[config.mk]
export PLATFORM = sky130hd
export DESIGN_NAME = ecc_inject_mon
export DESIGN_NICKNAME = d
export VERILOG_FILES = /design/src/rtl/eim_pkg.sv /design/src/rtl/eim_regs.sv /design/src/rtl/eim_inject.sv /design/src/rtl/eim_sbe_counter.sv /design/src/rtl/eim_detect.sv /design/src/rtl/ecc_inject_mon.sv
export SDC_FILE = /design/constraint.sdc
export NUM_CORES = 1
export LEC_CHECK = 0
export BUFFER_PORTS_ARGS = -buffer_cell sky130_fd_sc_hd__buf_4
export CAP_MARGIN = 10
export CORE_ASPECT_RATIO = 0.7
export CORE_UTILIZATION = 46
export DETAILED_ROUTE_END_ITERATION = 7
export HOLD_SLACK_MARGIN = 0.15
export PLACE_DENSITY_LB_ADDON = 0.3
export SETUP_SLACK_MARGIN = 0.02
export SKIP_LAST_GASP = 1
export SLEW_MARGIN = 20
export SYNTH_ARGS = -nofsm -noshare
export SYNTH_HDL_FRONTEND = slang
export SYNTH_SLANG_ARGS = --single-unit
[constraint.sdc]
create_clock -name clk -period 4.15 [get_ports clk]
set_input_delay 0.83 -clock clk [delete_from_list [all_inputs] [get_ports clk]]
set_output_delay 0.83 -clock clk [all_outputs]
set_load 0.03 [all_outputs]
[src/rtl/eim_pkg.sv]
package eim_pkg;

  localparam int REG_W  = 32;
  localparam int ADDR_W = 4;
  localparam int FLAG_W = 3;

  typedef enum logic [ADDR_W-1:0] {
    A_CTRL     = 4'h0,
    A_MASK_HI  = 4'h1,
    A_MASK_LO  = 4'h2,
    A_THR      = 4'h3,
    A_CNT      = 4'h4,
    A_DET      = 4'h5,
    A_CAP_HI   = 4'h6,
    A_CAP_LO   = 4'h7,
    A_CAP_KIND = 4'h8
  } reg_addr_e;

  typedef enum logic [1:0] {
    CAP_NONE = 2'd0,
    CAP_SBE  = 2'd1,
    CAP_MBE  = 2'd2
  } cap_kind_e;

  typedef struct packed {
    logic multi;
    logic mbe;
    logic sbe;
  } det_flags_t;

endpackage

[src/rtl/eim_regs.sv]
module eim_regs
  import eim_pkg::*;
#(
  parameter int DATA_W = 64,
  parameter int CNT_W  = 8
) (
  input  logic               clk,
  input  logic               rst_n,
  input  logic               reg_we,
  input  logic [ADDR_W-1:0]  reg_addr,
  input  logic [REG_W-1:0]   reg_wdata,
  output logic [REG_W-1:0]   reg_rdata,
  output logic               inj_en,
  output logic [DATA_W-1:0]  inj_mask,
  output logic [CNT_W-1:0]   sbe_thr,
  output logic               cnt_we,
  output logic [CNT_W-1:0]   cnt_wval,
  output logic               det_clr_we,
  output logic [FLAG_W-1:0]  det_clr_bits,
  input  logic [CNT_W-1:0]   sbe_cnt,
  input  det_flags_t         det_flags,
  input  logic [DATA_W-1:0]  cap_data,
  input  cap_kind_e          cap_kind
);

  localparam int N_WORDS = DATA_W / REG_W;
  localparam int PAD_CNT = REG_W - CNT_W;
  localparam int PAD_FLG = REG_W - FLAG_W;
  localparam int PAD_KND = REG_W - 2;

  logic                sel_ctrl, sel_hi, sel_lo, sel_thr;
  logic                inj_en_d;
  logic [REG_W-1:0]    mask_hi_q, mask_lo_q, mask_hi_d, mask_lo_d;
  logic [CNT_W-1:0]    thr_d;

  always_comb begin
    sel_ctrl = reg_we && (reg_addr == A_CTRL);
    sel_hi   = reg_we && (reg_addr == A_MASK_HI);
    sel_lo   = reg_we && (reg_addr == A_MASK_LO);
    sel_thr  = reg_we && (reg_addr == A_THR);
    inj_en_d  = sel_ctrl ? reg_wdata[0]          : inj_en;
    mask_hi_d = sel_hi   ? reg_wdata             : mask_hi_q;
    mask_lo_d = sel_lo   ? reg_wdata             : mask_lo_q;
    thr_d     = sel_thr  ? reg_wdata[CNT_W-1:0]  : sbe_thr;
  end

  always_ff @(posedge clk or negedge rst_n) begin
    if (!rst_n) begin
      inj_en    <= 1'b0;
      mask_hi_q <= '0;
      mask_lo_q <= '0;
      sbe_thr   <= '0;
    end else begin
      inj_en    <= inj_en_d;
      mask_hi_q <= mask_hi_d;
      mask_lo_q <= mask_lo_d;
      sbe_thr   <= thr_d;
    end
  end

  assign inj_mask     = {mask_hi_q, mask_lo_q};
  assign cnt_we       = reg_we && (reg_addr == A_CNT);
  assign cnt_wval     = reg_wdata[CNT_W-1:0];
  assign det_clr_we   = reg_we && (reg_addr == A_DET);
  assign det_clr_bits = reg_wdata[FLAG_W-1:0];

  always_comb begin
    reg_rdata = '0;
    case (reg_addr)
      A_CTRL:     reg_rdata = {{(REG_W-1){1'b0}}, inj_en};
      A_MASK_HI:  reg_rdata = mask_hi_q;
      A_MASK_LO:  reg_rdata = mask_lo_q;
      A_THR:      reg_rdata = {{PAD_CNT{1'b0}}, sbe_thr};
      A_CNT:      reg_rdata = {{PAD_CNT{1'b0}}, sbe_cnt};
      A_DET:      reg_rdata = {{PAD_FLG{1'b0}}, det_flags};
      A_CAP_HI:   reg_rdata = cap_data[(N_WORDS*REG_W)-1 -: REG_W];
      A_CAP_LO:   reg_rdata = cap_data[REG_W-1:0];
      A_CAP_KIND: reg_rdata = {{PAD_KND{1'b0}}, cap_kind};
      default:    reg_rdata = '0;
    endcase
  end

endmodule

[src/rtl/eim_inject.sv]
module eim_inject
  import eim_pkg::*;
#(
  parameter int DATA_W = 64
) (
  input  logic              inj_en,
  input  logic [DATA_W-1:0] inj_mask,
  input  logic              valid_i,
  input  logic [DATA_W-1:0] data_i,
  output logic              valid_o,
  output logic [DATA_W-1:0] data_o
);

  localparam int N_WORDS = DATA_W / REG_W;

  for (genvar w = 0; w < N_WORDS; w++) begin : g_word
    logic [REG_W-1:0] flip;
    assign flip = inj_en ? inj_mask[w*REG_W +: REG_W] : '0;
    assign data_o[w*REG_W +: REG_W] = data_i[w*REG_W +: REG_W] ^ flip;
  end

  assign valid_o = valid_i;

endmodule

[src/rtl/eim_sbe_counter.sv]
module eim_sbe_counter #(
  parameter int CNT_W = 8
) (
  input  logic             clk,
  input  logic             rst_n,
  input  logic             sbe_i,
  input  logic [CNT_W-1:0] thr,
  input  logic             sw_we,
  input  logic [CNT_W-1:0] sw_val,
  output logic [CNT_W-1:0] cnt,
  output logic             thr_hit
);

  localparam logic [CNT_W-1:0] CNT_MAX = {CNT_W{1'b1}};

  logic [CNT_W-1:0] cnt_inc, cnt_d;
  logic             thr_off, cnt_en;

  always_comb begin
    cnt_inc = cnt + 1'b1;
    thr_off = (thr == '0);
    thr_hit = 1'b0;
    cnt_en  = sw_we || sbe_i;
    cnt_d   = cnt;
    if (sw_we) begin
      cnt_d = sw_val;
    end else if (sbe_i) begin
      if (thr_off) begin
        cnt_d = (cnt == CNT_MAX) ? CNT_MAX : cnt_inc;
      end else if (cnt_inc == thr) begin
        cnt_d   = '0;
        thr_hit = 1'b1;
      end else begin
        cnt_d = cnt_inc;
      end
    end
  end

  always_ff @(posedge clk or negedge rst_n) begin
    if (!rst_n) begin
      cnt <= '0;
    end else if (cnt_en) begin
      cnt <= cnt_d;
    end
  end

endmodule

[src/rtl/eim_detect.sv]
module eim_detect
  import eim_pkg::*;
#(
  parameter int DATA_W = 64
) (
  input  logic              clk,
  input  logic              rst_n,
  input  logic              thr_hit,
  input  logic              sbe_i,
  input  logic              mbe_i,
  input  logic [DATA_W-1:0] rd_data_i,
  input  logic              clr_we,
  input  logic [FLAG_W-1:0] clr_bits,
  output det_flags_t        flags,
  output logic [DATA_W-1:0] cap_data,
  output cap_kind_e         cap_kind
);

  det_flags_t  flags_d;
  logic        cap_en;
  cap_kind_e   kind_d;

  always_comb begin
    flags_d = flags;
    if (clr_we) begin
      flags_d = flags & ~det_flags_t'(clr_bits);
    end else begin
      if (thr_hit) begin
        flags_d.sbe = 1'b1;
        if (flags.sbe) flags_d.multi = 1'b1;
      end
      if (mbe_i) begin
        flags_d.mbe = 1'b1;
        if (flags.mbe) flags_d.multi = 1'b1;
      end
    end
  end

  always_comb begin
    cap_en = sbe_i || mbe_i;
    kind_d = mbe_i ? CAP_MBE : CAP_SBE;
  end

  always_ff @(posedge clk or negedge rst_n) begin
    if (!rst_n) begin
      flags <= '0;
    end else begin
      flags <= flags_d;
    end
  end

  always_ff @(posedge clk or negedge rst_n) begin
    if (!rst_n) begin
      cap_data <= '0;
      cap_kind <= CAP_NONE;
    end else if (cap_en) begin
      cap_data <= rd_data_i;
      cap_kind <= kind_d;
    end
  end

endmodule

[src/rtl/ecc_inject_mon.sv]
module ecc_inject_mon
  import eim_pkg::*;
#(
  parameter int CNT_W = 8
) (
  input  logic                    clk,
  input  logic                    rst_n,
  input  logic                    reg_we,
  input  logic [ADDR_W-1:0]       reg_addr,
  input  logic [REG_W-1:0]        reg_wdata,
  output logic [REG_W-1:0]        reg_rdata,
  input  logic                    wr_beat_valid_i,
  input  logic [2*REG_W-1:0]      wr_beat_data_i,
  output logic                    wr_beat_valid_o,
  output logic [2*REG_W-1:0]      wr_beat_data_o,
  input  logic [2*REG_W-1:0]      rd_beat_data_i,
  input  logic                    rd_sbe_i,
  input  logic                    rd_mbe_i
);

  localparam int DATA_W = 2 * REG_W;

  logic [1:0]        rst_sync_q;
  logic              rst_int_n;
  logic              inj_en;
  logic [DATA_W-1:0] inj_mask;
  logic [CNT_W-1:0]  sbe_thr, sbe_cnt, cnt_wval;
  logic              cnt_we, thr_hit, det_clr_we;
  logic [FLAG_W-1:0] det_clr_bits;
  det_flags_t        det_flags;
  logic [DATA_W-1:0] cap_data;
  cap_kind_e         cap_kind;

  always_ff @(posedge clk or negedge rst_n) begin
    if (!rst_n) begin
      rst_sync_q <= '0;
    end else begin
      rst_sync_q <= {rst_sync_q[0], 1'b1};
    end
  end
  assign rst_int_n = rst_sync_q[1];

  eim_regs #(.DATA_W(DATA_W), .CNT_W(CNT_W)) u_regs (
    .clk          (clk),
    .rst_n        (rst_int_n),
    .reg_we       (reg_we),
    .reg_addr     (reg_addr),
    .reg_wdata    (reg_wdata),
    .reg_rdata    (reg_rdata),
    .inj_en       (inj_en),
    .inj_mask     (inj_mask),
    .sbe_thr      (sbe_thr),
    .cnt_we       (cnt_we),
    .cnt_wval     (cnt_wval),
    .det_clr_we   (det_clr_we),
    .det_clr_bits (det_clr_bits),
    .sbe_cnt      (sbe_cnt),
    .det_flags    (det_flags),
    .cap_data     (cap_data),
    .cap_kind     (cap_kind)
  );

  eim_inject #(.DATA_W(DATA_W)) u_inject (
    .inj_en   (inj_en),
    .inj_mask (inj_mask),
    .valid_i  (wr_beat_valid_i),
    .data_i   (wr_beat_data_i),
    .valid_o  (wr_beat_valid_o),
    .data_o   (wr_beat_data_o)
  );

  eim_sbe_counter #(.CNT_W(CNT_W)) u_cnt (
    .clk     (clk),
    .rst_n   (rst_int_n),
    .sbe_i   (rd_sbe_i),
    .thr     (sbe_thr),
    .sw_we   (cnt_we),
    .sw_val  (cnt_wval),
    .cnt     (sbe_cnt),
    .thr_hit (thr_hit)
  );

  eim_detect #(.DATA_W(DATA_W)) u_det (
    .clk       (clk),
    .rst_n     (rst_int_n),
    .thr_hit   (thr_hit),
    .sbe_i     (rd_sbe_i),
    .mbe_i     (rd_mbe_i),
    .rd_data_i (rd_beat_data_i),
    .clr_we    (det_clr_we),
    .clr_bits  (det_clr_bits),
    .flags     (det_flags),
    .cap_data  (cap_data),
    .cap_kind  (cap_kind)
  );

endmodule

# == Word-level counts from Yosys, hierarchy flattened ==
# Cells that the tools add are included.
# op_classes
reduce_logical,14
n_eq_ne,10
bitwise_logic,4
mul,0
magnitude_cmp,0
mux,19
add_sub_neg,1
div_mod_pow,0
n_shift,0
# op_table
op,count
$pmux 32 s9,1
$mux 32,2
$xor 32x32->32,2
$mux 8,5
$eq 4x3->1 const B,4
$add 8x1->8 const B,1
$eq 4x2->1 const B,2
$eq 8x8->1,1
$eq 8x8->1 const B,1
$logic_not 8->1,1
$mux 1,8
$logic_and 1x1->1,6
$reduce_bool 2->1,3
$eq 4x1->1 const B,1
$eq 4x4->1 const B,1
$logic_not 4->1,1
$mux 2,2
$and 3x3->3,1
$mux 3,1
$not 3->3,1
$logic_or 1x1->1,2
$reduce_and 2->1,1
# word_totals
ramBits,0
out_inout_bits,97
regBits,152
latchBits,0
rom_bits,0
inputBits,170
n_memories,0

# == Logic depth before layout (Yosys ltp) ==
# logic_depth
ltp_word,10
mapped_depth,9
mapped_depth_nobuf,7

# == By module ==
# A second synthesis with hierarchy kept.
# hier_totals
hier_cells,723
hier_area_um2,8629.5
# modules_own_cells
module,seq_area_each_um2,n_inst,cells_each,area_each_um2
eim_regs,1826.8,1,340,4065.1
eim_detect,1726.7,1,153,2855.2
eim_inject,0.0,1,136,887.1
eim_sbe_counter,200.2,1,91,768.2
ecc_inject_mon,50.0,1,3,53.8

# == Worst setup path before layout ==
# OpenSTA, ideal clock, no wires.
# synth_path
path_type,input port to output port
startpoint,input reg_addr[2]
endpoint,output reg_rdata[0]
arrival_ps,2341
path_stages,7
slack_ps,979
cell_sequence,buf_2 -> nor2_1 -> and3_1 -> buf_2 -> a222oi_1 -> o211a_1 -> o21ai_0
# synth_via
elab_chain_cells,2
word_cells_on_any_way,10
# synth_lines
item,line,source
start: declaration,ecc_inject_mon.sv:9,"input logic [ADDR_W-1:0] reg_addr,"
$eq 4x4->1 (tied with other cells),eim_regs.sv:69,case (reg_addr)
$pmux 32 s9 *,eim_regs.sv:69,
end: declaration,ecc_inject_mon.sv:11,"output logic [REG_W-1:0] reg_rdata,"
# Mark *: on every way between the ends. The rest lies on a longest branch, timed or not.

# == Worst setup path in the final report ==
# layout_path
startpoint,input reg_addr[3]
endpoint,output reg_rdata[0]
# Same word-level chain as after synthesis.

==> qor.csv <==
stage,metric,value,unit
synth,"EDFF count, synth",0,
synth,ys async rst share,100,%
cts,CTS sink cnt,152,
drt,initial detailed-routing violation count,700,
die,Initial Util,47.4,%
synth,Synth cell types,51,
cts,post-cts resize count,0,
die,die height,111,um
outcome,outcome,finished clean,
timing,maximum clock frequency,285,MHz
critical_path,most frequent CP cell,buf_4,
pwr,switch share,33.6,%
synth,Post-Syn Instances,678,
timing,RSZ-0062 raised after global routing,no,
die,Core Region,16400,um2
cts,CTS tree,done,
global_routing,initial antenna violation count,0,
critical_path,startpoint types,primary input,
cts,# hold bufs at CTS,0,
critical_path,path type of the worst setup path,primary input to output port,
pwr,combinational share of power,28.7,%
critical_path,CP max-delay cell,a2111o_1,
place,PortBufs,264,
layout,layout cells sized above 1,48.2,%
global_routing,GRT Util Overall,28.6,%
synth,ys flop type,dfrtp_1,
worst_hold_path,Worst Hold Class,primary input to asynchronous set/reset pin,
die,# IOs,267,
pwr,power per cell area,497,nW/um2
critical_path,Setup crit end kind,output port,
layout,Register Area,3810,um2
place,HPWL after detailed placement,18000,um
global_routing,GRT overflow,0,
pwr,Clk network pwr share,31.5,%
cts,H-tree depth,4,
timing,final setup TNS,0,ns
critical_path,Critical Path AT,2.67,ns
layout,nets,1101,
drt,DR DRC count,0,
pwr,Int Pwr,0.00349,W
cts,clk buf depth,2,
flow_run,max-cap viol count,0,
cts,Num CTS Buffers,17,
layout,Area Overhead vs Synth,36.0,%
synth,Synthesized Nets,849,
pwr,Total Power,0.00526,W
synth,register area share after synthesis,48.8,%
timing,hold_ws,0.190,ns
timing,Final period util,84.4,%
layout,# diodes,0,
drt,via count,6408,
global_routing,largest net degree at the start of global routing,69,
timing,Final Hold Viols,0,
die,chip width,158,um
synth,most common cell in the netlist,dfrtp_1,
drt,Initial DRT Pass Iterations,5,
die,row count,39,
die,DIE AREA,17500,um2
global_routing,number of global-route vias before repair,6348,
cts,Post-CTS Setup Repair Bufs,0,
critical_path,worst path required time,3.32,ns
timing,Max Transition Viols Final,0,
pwr,P_leak,4.85,nW
pwr,Net Switching,0.00177,W
synth,dominant cell type by area after synthesis,dfrtp_1,
critical_path,CP max stage delay,0.42,ns
timing,Slew Limit Headroom,40.6,%
synth,Post-Syn Area,7790,um2
drt,Via density,5.49,
synth,synthesized area per cell,11.5,um2
global_routing,first-pass GRT wire length,36800,um
place,Placer Congestion,0.960,
synth,"FF+latch count, synth",152,
drt,Final ANT Viol Nets,0,
drt,Detailed Route WL,24100,um
timing,Worst Tran Pin Value,0.891,ns
timing,final setup fails,0,
cts,CTS root buffer,clkbuf_16,
layout,multi-input logic area,3770,um2
critical_path,crit-path cells,"buf_4, and2b_1, and3_1, buf_4, a222oi_1, a2111o_1, o21ai_0, buf_4",
layout,Fillers,1320,
timing,minimum clock period after layout,3.50,ns
synth,"top cells by count, synth","dfrtp_1, mux2_2, nand2_1",
synth,ranking of synthesized cells by area,"dfrtp_1, mux2_2, xnor2_1",
cts,Clock transition at path regs,0.06,ns
pwr,Reg power frac,39.8,%
synth,top cell type's share of synthesized area,48.8,%
drt,post-detailed-route wirelength per cell,20.7,um
synth,Ys Warns,0,
pwr,VDD IR max,246,uV
critical_path,Critical Path Fanout Max,14,
cts,Skew-Pair Late Insertion Delay,0.42,ns
timing,Clock Skews,0.0107,ns
==> critical path, delay by kind of cell <==
family                 cells  cell delay [ns]
buffers and inverters      3             0.58
AND/OR/NAND/NOR            2             0.59
AO/OA/AOI/OAI              3             0.65
==> metrics by stage <==
| step | worst slack, ns | cells | cell area (um2) | utilization (%) |
|---|---|---|---|---|
| after floorplan | 0.979 | 678 | 7790 | - |
| after global placement | 0.700 | 1136 | 9960 | 60.5 |
| after detailed placement | 0.683 | 1136 | 9960 | 60.5 |
| after CTS | 0.678 | 1167 | 10600 | 64.4 |
| after global routing | 0.524 | 1167 | 10600 | 64.4 |
| final | 0.647 | 1167 | 10600 | 64.4 |
==> power groups by stage <==
stage               combinational (W)  sequential [W]  clock, W
detailed placement            0.00151         0.00210         0
finish                        0.00151         0.00209   0.00166
global placement              0.00149         0.00211         0
global route                  0.00162         0.00212   0.00174
CTS                           0.00152         0.00208   0.00168
floorplan                     0.00105         0.00192         0
==> placed cells by master, fill, tap and decap left out, types with 5 or more instances in the layout <==
cell type / count
a21oi_1: 13
a222oi_1: 12
a22oi_1: 48
buf_4: 277
clkbuf_16: 17
dfrtp_1: 150
mux2_2: 137
nand2_1: 103
nand3_1: 5
nor2_1: 8
nor3b_1: 7
o21ai_0: 18
xnor2_1: 73
xor2_1: 7
==> kinds of logic after synthesis <==
group | share of synthesized area (%)
adder cells (fa/ha/maj) | 0.161
other | 0.0481
flip-flops | 48.8
AND/OR/NAND/NOR | 8.56
AO/OA/AOI/OAI | 9.62
multiplexers | 20.7
buffers and inverters | 2.91
XOR/XNOR | 9.20
==> area by class of cell <==
cell class	count	area share [%]
multi-input cells	478	35.6
well taps	225	2.66
clock inverters	12	1.81
flip-flops and latches	152	36.0
inverters	4	0.142
clock buffers	19	4.18
repair buffers	277	19.6
==> routing by layer <==
| metal | up-vias | GRT usage [%] | routed length [um] |
|---|---|---|---|
| li1 | 2919 | - | - |
| met1 | 3132 | 44.1 | 11400 |
| met2 | 324 | 38.4 | 9780 |
| met3 | 33 | 8.56 | 2420 |
| met4 | 0 | 7.70 | 497 |
| met5 | - | 0 | 0 |
==> registers in the layout (all words and copies together), names as in the netlist <==
register	flops
u_det.cap_data	64
u_det.flags	3
u_regs.sbe_thr	8
u_regs.mask_lo_q	32
rst_sync_q	2
u_cnt.cnt	8
u_regs.mask_hi_q	32
u_det.cap_kind	2
u_regs.inj_en	1
==> path summary, 6_finish.rpt <==
path	cells past startpoint	slack, ns	endpoint	startpoint
min	1	0.19	rst_sync_q[0]	rst_n
min in group clk	0	0.35	rst_sync_q[1]	rst_sync_q[0]
min reg2reg	0	0.35	rst_sync_q[1]	rst_sync_q[0]
max in group asynchronous	1	2.65	u_det.cap_data[43]	rst_sync_q[1]
max reg2reg	7	1.93	u_cnt.cnt[0]	u_cnt.cnt[0]
max	8	0.65	reg_rdata[0]	reg_addr[3]
Note: power is estimated with default switching activity, not from simulation.
